**src/rtl/tod_pkg.sv**
```systemverilog
package tod_pkg;

    // Action codes written to the action register (bits 1:0)
    typedef enum logic [1:0] {
        ACT_IDLE  = 2'd0,
        ACT_SAVE  = 2'd1,
        ACT_LOAD  = 2'd2,
        ACT_DELTA = 2'd3
    } tod_act_e;

    // Controller states
    typedef enum logic [1:0] {
        ST_IDLE  = 2'd0,
        ST_SAVE  = 2'd1,
        ST_LOAD  = 2'd2,
        ST_DELTA = 2'd3
    } tod_state_e;

    // One-cycle operation strobes from the controller
    typedef struct packed {
        logic save;
        logic load;
        logic delta;
    } tod_op_t;

    localparam logic [1:0] ADDR_ACTION = 2'd0;
    localparam logic [1:0] ADDR_SEC_HI = 2'd1;
    localparam logic [1:0] ADDR_SEC_LO = 2'd2;
    localparam logic [1:0] ADDR_NSEC   = 2'd3;

endpackage

```
**src/rtl/tod_ctrl.sv**
```systemverilog
module tod_ctrl
    import tod_pkg::*;
(
    input  logic       clk,
    input  logic       rst_n,
    input  logic       act_wr,
    input  logic [1:0] act_code,
    output tod_state_e state_o,
    output tod_op_t    op_o
);

    tod_state_e state_q;
    tod_state_e state_n;

    // Next-state logic: every action state lasts one cycle
    always_comb begin
        state_n = ST_IDLE;
        if (act_wr) begin
            unique case (act_code)
                ACT_SAVE:  state_n = ST_SAVE;
                ACT_LOAD:  state_n = ST_LOAD;
                ACT_DELTA: state_n = ST_DELTA;
                default:   state_n = ST_IDLE;
            endcase
        end
    end

    // State register
    always_ff @(posedge clk or negedge rst_n) begin
        if (!rst_n) state_q <= ST_IDLE;
        else        state_q <= state_n;
    end

    // Outputs decoded from the state
    always_comb begin
        op_o = '0;
        unique case (state_q)
            ST_IDLE:  op_o = '0;
            ST_SAVE:  op_o.save  = 1'b1;
            ST_LOAD:  op_o.load  = 1'b1;
            ST_DELTA: op_o.delta = 1'b1;
            default:  op_o = '0;
        endcase
    end

    assign state_o = state_q;

endmodule

```
**src/rtl/tod_regs.sv**
```systemverilog
module tod_regs
    import tod_pkg::*;
#(
    parameter int SEC_W  = 48,
    parameter int NS_W   = 30,
    parameter int DATA_W = 32
) (
    input  logic              clk,
    input  logic              rst_n,
    input  logic              wr_en,
    input  logic [1:0]        wr_addr,
    input  logic [DATA_W-1:0] wr_data,
    input  logic [1:0]        rd_addr,
    output logic [DATA_W-1:0] rd_data,
    input  logic              snap_en,
    input  logic [SEC_W-1:0]  snap_sec,
    input  logic [NS_W-1:0]   snap_ns,
    output logic [SEC_W-1:0]  sh_sec,
    output logic [NS_W-1:0]   sh_ns,
    output logic              act_wr,
    output logic [1:0]        act_code
);

    localparam int LO_W = DATA_W;
    localparam int HI_W = SEC_W - DATA_W;

    logic [HI_W-1:0] hi_q;
    logic [LO_W-1:0] lo_q;
    logic [NS_W-1:0] ns_q;

    // A snapshot takes priority over a register write in the same cycle
    always_ff @(posedge clk or negedge rst_n) begin
        if (!rst_n) begin
            hi_q <= '0;
            lo_q <= '0;
            ns_q <= '0;
        end else if (snap_en) begin
            hi_q <= snap_sec[SEC_W-1:LO_W];
            lo_q <= snap_sec[LO_W-1:0];
            ns_q <= snap_ns;
        end else if (wr_en) begin
            unique case (wr_addr)
                ADDR_SEC_HI: hi_q <= wr_data[HI_W-1:0];
                ADDR_SEC_LO: lo_q <= wr_data[LO_W-1:0];
                ADDR_NSEC:   ns_q <= wr_data[NS_W-1:0];
                default:     ;
            endcase
        end
    end

    always_comb begin
        rd_data = '0;
        unique case (rd_addr)
            ADDR_SEC_HI: rd_data[HI_W-1:0] = hi_q;
            ADDR_SEC_LO: rd_data[LO_W-1:0] = lo_q;
            ADDR_NSEC:   rd_data[NS_W-1:0] = ns_q;
            default:     rd_data = '0;
        endcase
    end

    assign sh_sec   = {hi_q, lo_q};
    assign sh_ns    = ns_q;
    assign act_wr   = wr_en && (wr_addr == ADDR_ACTION);
    assign act_code = wr_data[1:0];

endmodule

```
**src/rtl/tod_counter.sv**
```systemverilog
module tod_counter
    import tod_pkg::*;
#(
    parameter int SEC_W       = 48,
    parameter int NS_W        = 30,
    parameter int NS_PER_SEC  = 1000000000,
    parameter int INC_NS      = 4,
    parameter int SAVE_LAT_NS = 8
) (
    input  logic             clk,
    input  logic             rst_n,
    input  tod_op_t          op,
    input  logic             corr_pulse,
    input  logic             corr_dir,
    input  logic [SEC_W-1:0] sh_sec,
    input  logic [NS_W-1:0]  sh_ns,
    output logic [SEC_W-1:0] sec_o,
    output logic [NS_W-1:0]  ns_o,
    output logic [NS_W-1:0]  snap_ns
);

    localparam int SW = NS_W + 3;
    localparam logic signed [SW-1:0] NPS_S   = SW'(NS_PER_SEC);
    localparam logic signed [SW-1:0] INC_S   = SW'(INC_NS);
    localparam logic signed [SW-1:0] ONE_POS = SW'(1);
    localparam logic signed [SW-1:0] ONE_NEG = -SW'(1);
    localparam logic [SEC_W-1:0]     SEC_ONE = SEC_W'(1);

    logic [SEC_W-1:0]        sec_q, sec_n;
    logic [NS_W-1:0]         ns_q, ns_n;
    logic signed [SW-1:0]    corr_s, delta_s, step, sum, fix;

    // Sign-extended shadow nanoseconds used as the delta offset
    assign delta_s = $signed({{(SW-NS_W){sh_ns[NS_W-1]}}, sh_ns});

    always_comb begin
        corr_s = '0;
        if (corr_pulse) corr_s = corr_dir ? ONE_NEG : ONE_POS;
        step = INC_S + corr_s + (op.delta ? delta_s : '0);
        sum  = $signed({{(SW-NS_W){1'b0}}, ns_q}) + step;
        fix  = sum;
        sec_n = sec_q;
        if (sum < 0) begin
            fix   = sum + NPS_S;
            sec_n = sec_q - SEC_ONE;
        end else if (sum >= NPS_S) begin
            fix   = sum - NPS_S;
            sec_n = sec_q + SEC_ONE;
        end
        ns_n = fix[NS_W-1:0];
        if (op.load) begin
            sec_n = sh_sec;
            ns_n  = sh_ns;
        end
    end

    always_ff @(posedge clk or negedge rst_n) begin
        if (!rst_n) begin
            sec_q <= '0;
            ns_q  <= '0;
        end else begin
            sec_q <= sec_n;
            ns_q  <= ns_n;
        end
    end

    // Latency-compensated snapshot; wraps to a negative 30-bit code
    generate
        if (SAVE_LAT_NS == 0) begin : g_no_comp
            assign snap_ns = ns_q;
        end else begin : g_comp
            localparam logic [NS_W-1:0] LAT_V = NS_W'(SAVE_LAT_NS);
            assign snap_ns = ns_q - LAT_V;
        end
    endgenerate

    assign sec_o = sec_q;
    assign ns_o  = ns_q;

endmodule

```
**src/rtl/tod_clock.sv**
```systemverilog
module tod_clock
    import tod_pkg::*;
#(
    parameter int SEC_W       = 48,
    parameter int NS_W        = 30,
    parameter int NS_PER_SEC  = 1000000000,
    parameter int INC_NS      = 4,
    parameter int SAVE_LAT_NS = 8
) (
    input  logic        clk,
    input  logic        rst_n,
    input  logic        reg_wr,
    input  logic [1:0]  reg_waddr,
    input  logic [31:0] reg_wdata,
    input  logic [1:0]  reg_raddr,
    output logic [31:0] reg_rdata,
    input  logic        adj_pulse,
    input  logic        adj_slow,
    output logic [47:0] tod_sec,
    output logic [29:0] tod_ns
);

    logic [SEC_W-1:0] sh_sec;
    logic [NS_W-1:0]  sh_ns;
    logic [NS_W-1:0]  snap_ns;
    logic             act_wr;
    logic [1:0]       act_code;
    tod_state_e       op_state;
    tod_op_t          op;

    tod_regs #(.SEC_W(SEC_W), .NS_W(NS_W), .DATA_W(32)) u_regs (
        .clk      (clk),
        .rst_n    (rst_n),
        .wr_en    (reg_wr),
        .wr_addr  (reg_waddr),
        .wr_data  (reg_wdata),
        .rd_addr  (reg_raddr),
        .rd_data  (reg_rdata),
        .snap_en  (op.save),
        .snap_sec (tod_sec),
        .snap_ns  (snap_ns),
        .sh_sec   (sh_sec),
        .sh_ns    (sh_ns),
        .act_wr   (act_wr),
        .act_code (act_code)
    );

    tod_ctrl u_ctrl (
        .clk      (clk),
        .rst_n    (rst_n),
        .act_wr   (act_wr),
        .act_code (act_code),
        .state_o  (op_state),
        .op_o     (op)
    );

    tod_counter #(
        .SEC_W       (SEC_W),
        .NS_W        (NS_W),
        .NS_PER_SEC  (NS_PER_SEC),
        .INC_NS      (INC_NS),
        .SAVE_LAT_NS (SAVE_LAT_NS)
    ) u_cnt (
        .clk        (clk),
        .rst_n      (rst_n),
        .op         (op),
        .corr_pulse (adj_pulse),
        .corr_dir   (adj_slow),
        .sh_sec     (sh_sec),
        .sh_ns      (sh_ns),
        .sec_o      (tod_sec),
        .ns_o       (tod_ns),
        .snap_ns    (snap_ns)
    );

endmodule

```
**config.mk**
```make
export PLATFORM = sky130hd
export DESIGN_NAME = tod_clock
export DESIGN_NICKNAME = d
export VERILOG_FILES = /design/src/rtl/tod_pkg.sv /design/src/rtl/tod_ctrl.sv /design/src/rtl/tod_regs.sv /design/src/rtl/tod_counter.sv /design/src/rtl/tod_clock.sv
export SDC_FILE = /design/constraint.sdc
export NUM_CORES = 1
export LEC_CHECK = 0
export BUFFER_PORTS_ARGS = -buffer_cell sky130_fd_sc_hd__buf_2
export CORE_ASPECT_RATIO = 2
export CORE_MARGIN = 2
export CORE_UTILIZATION = 55
export CTS_CLUSTER_SIZE = 16
export DETAILED_ROUTE_END_ITERATION = 12
export GPL_ROUTABILITY_DRIVEN = 0
export HOLD_SLACK_MARGIN = 0.02
export PLACE_DENSITY = 0.75
export REMOVE_ABC_BUFFERS = 1
export SLEW_MARGIN = 20
export SYNTH_ARGS = -nofsm -noshare
export SYNTH_HDL_FRONTEND = slang
export SYNTH_SLANG_ARGS = --single-unit
```
**constraint.sdc**
```tcl
create_clock -name clk -period 10.6 [get_ports clk]
set_clock_uncertainty 0.2 [all_clocks]
set_input_delay 1.06 -clock clk [delete_from_list [all_inputs] [get_ports clk]]
set_output_delay 1.06 -clock clk [all_outputs]
set_load 0.02 [all_outputs]
```
==> impl_metrics.yaml, run 1 <==
status:
  status: "finished, final reports clean"
detailed_routing:
  drc: 0
  vias: 14700
  drt_pass1_iterations: 6
  via_per_inst: 6.48
  ant_nets: 0
  finalWirelength_um: 49000
  wl_per_cell_um: 21.5
  first_iter_violations: 1287
logic_synthesis:
  synth_top_area_share_pct: 26.4
  synth_warnings: 0
  async_flop_share_pct: 100
  synth_top_area_cell: "dfrtp_1"
  synth_area_um2: 15000
  ys_types: 81
  syn_inst: 1819
  synth_edf_count: 0
  synthTopCellsByArea: "dfrtp_1, ha_1, nand2_1"
  ys.flop_type: "dfrtp_1"
  ys_seq_area_share_pct: 26.4
  synth_seq_cells: 158
  avgSynthCellArea_um2: 8.24
hold_path:
  hold_class: "flip-flop to flip-flop"
  min_path_cells: 2
sta:
  hold_ws_ns: 0.326
  slew_violations: 0
  max_freq_ghz: 0.111
  post-route-period-util_pct: 85.2
  tightestPinTransition_ns: 1.11
  rsz0062_at_grt: "false"
  setup_viol: 0
  relSlewSlack_pct: 24.9
  hold_violations: 0
  period_minus_slack_ns: 9.03
final_layout:
  drive_gt1_share_pct: 13.5
  final_common_cell: "nand2_1"
  n_antenna_cell: 0
  layout.nets: 2106
  final_util_pct: 61.6
  area_delta_synth_final_pct: 10.5
  final_cell_mix: "nand2_1, dfrtp_1, o21ai_0, buf_2, nor2_1"
floorplanning:
  ios: 151
  row_count: 85
  die_y_um: 237
  dieWidth_um: 121
  start_util_pct: 55.7
  dieArea_um2: 28700
  fp.coreArea_um2: 26900
power:
  p_leak_uw: 0.00807
  irDropWorstVdd_uv: 199
  powerDensity_nw_per_um2: 325
clock_tree:
  root_buffer: "clkbuf_16"
  htree_levels: 4
  ctsLongestPathBuffers: 2
  clock-sinks: 158
  clk_pin_slew_worst_paths_ns: 0.07
  numCtsBuffers: 17
  cts_tree: "yes"
  cts_hold_buf: 0
  postCtsSetupRepairBufs: 0
  insertion_delay_ns: 0.44
  cts_resized: 0
grt:
  antenna_found_initial: 0
  grt_start_max_net_pins: 93
  track_usage_pct: 34.6
  grt_remaining_overflow: 0
  grt_pass1_wl_um: 78400
  grt_pass1_vias: 15100
worst_setup_path:
  criticalPathCategory: "input port to flip-flop"
  cp.arrival_ns: 9.20
  critical_path.max_fanout: 39
  worstSetupStartpointType: "input port"
  cp-end-kind: "flip-flop"
  reg2regPathDepth: 27
  crit_required_ns: 10.77
flow_run:
  max_cap_viol_count: 0
place:
  dp_hpwl_um: 37100
  port_buffers: 150
## cell families after synthesis
kind of cell               synth area share [%]
and+or+nand+nor                            20.0
adders and majority gates                  14.3
DFF                                        26.4
AOI/OAI and AO/OA                          21.9
muxes                                      8.01
buffers and inverters                      3.86
xor gates and xnor gates                   5.49
## state kept, by name, summed over array words and instances (netlist names)
signal and cells:
u_regs.hi_q 16, u_cnt.sec_o 48, u_ctrl.state_o 2, u_cnt.ns_o 30, u_regs.sh_ns 30, u_regs.lo_q 32
## worst max-delay path, stage by stage
cell and delay (ns):
buf_2 0.10, and2_2 0.19, inv_1 0.45, fa_1 0.52, inv_1 0.07, ha_1 0.23, ha_1 0.39, a21oi_1 0.24
o21ai_0 0.26, a211oi_1 0.56, o211ai_1 0.40, nand2_1 0.25, o311ai_2 0.15, inv_2 0.64, buf_4 0.39, ha_1 0.27
o21ai_0 0.16, o211ai_1 0.31, a41oi_1 0.35, nor3_1 0.36, o31ai_1 0.16, a31o_2 0.32, o2111a_1 0.27, nor3b_1 0.14
a211o_1 0.27, or4_1 0.47, a31oi_1 0.17
## cells in the mapped netlist, types with 36 or more instances
cell type and instances:
a21oi_1 92, a31oi_1 55, clkbuf_1 59, dfrtp_1 158, ha_1 117, inv_1 52, mux2i_1 93, nand2_1 272
nand3_1 38, nor2_1 141, nor3_1 36, o21ai_0 154, xnor2_1 56, xor2_1 38
## report_power, final
part,total (µW),switching (µW),internal [µW]
clock network,642,286,355
logic,3530,2220,1300
registers,1210,353,858
## metal layers
layer  up-vias  routed length, µm  GRT usage [%]
met1      7063              17500           37.5
li1       6781                  -              -
met3       231               2850           5.40
met4         0               3600           23.9
met2       657              25100           60.7
met5         -                  0              0
## final timing paths
check / slack (ns) / start / end
worst min register to register: 0.33 / u_regs.lo_q[2] / u_cnt.sec_o[2]
min in group asynchronous: 0.53 / rst_n / u_regs.hi_q[6]
max in group asynchronous: 8.21 / rst_n / u_cnt.ns_o[18]
worst max-delay path: 1.57 / adj_pulse / u_cnt.sec_o[47]
worst max register to register: 1.63 / u_ctrl.state_o[0] / u_cnt.sec_o[47]
worst min-delay path: 0.33 / u_regs.lo_q[2] / u_cnt.sec_o[2]
## through the flow
step | total power, µW | instances | setup TNS (ns) | worst slack, ns | cell area [µm²]
finish | 5380 | 2275 | 0 | 1.57 | 16600
global route | 5780 | 2275 | 0 | 1.22 | 16600
CTS | 5300 | 2275 | 0 | 1.71 | 16600
detailed placement | 4640 | 2243 | 0 | 1.31 | 16000
global placement | 4560 | 2243 | 0 | 1.48 | 16000
floorplan | 3630 | 1726 | -0.141 | -0.141 | 14600
## layout make-up
| class | instances | area [µm²] |
|---|---|---|
| inverter | 52 | 195 |
| timing repair buffer | 169 | 900 |
| clock inverter | 15 | 171 |
| sequential | 158 | 3950 |
| tap | 348 | 435 |
| clock buffer | 17 | 425 |
| fill | 2400 | 10300 |
| multi-input combinational | 1516 | 10500 |
No activity file was read; power rests on OpenSTA's default activity.
==> run 2, diff against run 1 <==
==> constraint.sdc (replaced) <==
create_clock -name clk -period 9.45 [get_ports clk]
set_clock_uncertainty 0.2 [all_clocks]
set_input_delay 0.945 -clock clk [delete_from_list [all_inputs] [get_ports clk]]
set_output_delay 0.945 -clock clk [all_outputs]
set_load 0.02 [all_outputs]
==> impl_metrics.yaml, run 2 (synthesized netlist as in run 1, its figures left out) <==
floorplanning:
  row_count: 85
  dieWidth_um: 121
  die_y_um: 237
  fp.coreArea_um2: 26900
  ios: 151
  dieArea_um2: 28700
  start_util_pct: 55.7
sta:
  tightestPinTransition_ns: 1.18
  post-route-period-util_pct: 92.0
  max_freq_ghz: 0.115
  rsz0062_at_grt: "false"
  relSlewSlack_pct: 20.2
  slew_violations: 0
  setup_viol: 0
  hold_violations: 0
  period_minus_slack_ns: 8.69
clock_tree:
  clk_pin_slew_worst_paths_ns: 0.07
  numCtsBuffers: 17
  cts_resized: 0
  postCtsSetupRepairBufs: 0
  clock-sinks: 158
  cts_tree: "yes"
  htree_levels: 4
  insertion_delay_ns: 0.45
  root_buffer: "clkbuf_16"
  ctsLongestPathBuffers: 2
  cts_hold_buf: 0
hold_path:
  hold_class: "flip-flop to flip-flop"
worst_setup_path:
  worstSetupStartpointType: "input port"
  cp-end-kind: "flip-flop"
  cp_slowest_stage_delay_ns: 0.52
  critical_path_buf_inv_count: 4
  crit_path_frequent_cell: "ha_1"
  r2r_slack_ns: 1.02
  crit_required_ns: 9.61
  slowest_stage: "a211oi_1"
  criticalPathCategory: "input port to flip-flop"
  critical_path.max_fanout: 26
  critPathTopFamily: "compound AO/OA/AOI/OAI gates"
  cp.arrival_ns: 8.85
detailed_routing:
  first_iter_violations: 1211
  finalWirelength_um: 48600
  via_per_inst: 6.45
  wl_per_cell_um: 21.3
  ant_nets: 0
  drc: 0
  vias: 14700
  drt_pass1_iterations: 7
final_layout:
  layout.nets: 2109
  layout.area.seq_um2: 3950
  multi_input_area_um2: 10500
  fill_cells: 2376
  drive_gt1_share_pct: 13.7
  final_cells: 2279
  largest_register_ffs: 48
  area_delta_synth_final_pct: 10.5
  final_cell_mix: "nand2_1, dfrtp_1, o21ai_0, buf_2, nor2_1"
  final_common_cell: "nand2_1"
  final_util_pct: 61.6
  postLayoutCellArea_um2: 16600
grt:
  track_usage_pct: 34.2
  grt_pass1_wl_um: 77200
  grt_remaining_overflow: 0
  grt_pass1_vias: 14900
  antenna_found_initial: 2
  grt_start_max_net_pins: 84
power:
  powerDensity_nw_per_um2: 360
  p_leak_uw: 0.00806
  irDropWorstVdd_uv: 171
place:
  dpl.cell_count: 2246
  dpl_cell_area_um2: 16000
  port_buffers: 150
  dp_hpwl_um: 36800
status:
  status: "finished, final reports clean"
flow_run:
  max_cap_viol_count: 0
## run 2: cell types whose count changed in the layout (fill, tap and decap cells not counted), sizes merged
cell,delta
clkinv,+3
clkinvlp,+2
inv,-4
diode,+1
clkbuf,+1
buf,+3
bufinv,-2
## run 2: power by group
group          internal, µW  switching, µW
logic                  1460           2480
registers               962            401
clock network           347            311
## run 2: cell type report
type,count,share of cell area [%]
Multi-Input combinational cell,1516,63.3
Sequential cell,158,23.9
Timing Repair Buffer,172,5.67
Clock buffer,18,2.65
Tap cell,348,2.63
Inverter,52,1.18
Clock inverter,14,0.650
Antenna cell,1,0.0151
## run 2: path summary, 6_finish.rpt
kind,start,to,depth (start not counted)
min in group asynchronous,rst_n,u_regs.hi_q[8],1
hold / removal,u_regs.lo_q[2],u_cnt.sec_o[2],2
setup reg to reg,u_ctrl.state_o[0],u_cnt.sec_o[47],26
max in group asynchronous,rst_n,u_regs.lo_q[1],2
setup / recovery,adj_pulse,u_cnt.sec_o[47],26
hold reg to reg,u_regs.lo_q[2],u_cnt.sec_o[2],2
## run 2: routing by layer
layer | up-vias | track usage [%] | routed length (µm)
met1 | 7040 | 37.1 | 17300
met5 | - | 0 | 20
met4 | 2 | 25.5 | 3900
li1 | 6776 | - | -
met2 | 643 | 59.8 | 24800
met3 | 240 | 4.58 | 2580
## run 2: stage by stage
step,setup TNS (ns),setup slack (ns),hold slack (ns),power [µW]
6_report,0,0.758,0.328,5960
5_1_grt,0,0.468,0.373,6420
4_1_cts,0,0.936,0.336,5890
3_5_place_dp,0,0.488,0.333,5200
3_3_place_gp,0,0.640,0.306,5110
2_1_floorplan,-27.26,-1.18,0.265,4070
## run 2: worst min-delay path: stages (launching register included)
cell	delay (ns)
dfrtp_1	0.37
nand2_1	0.05
o21ai_0	0.07
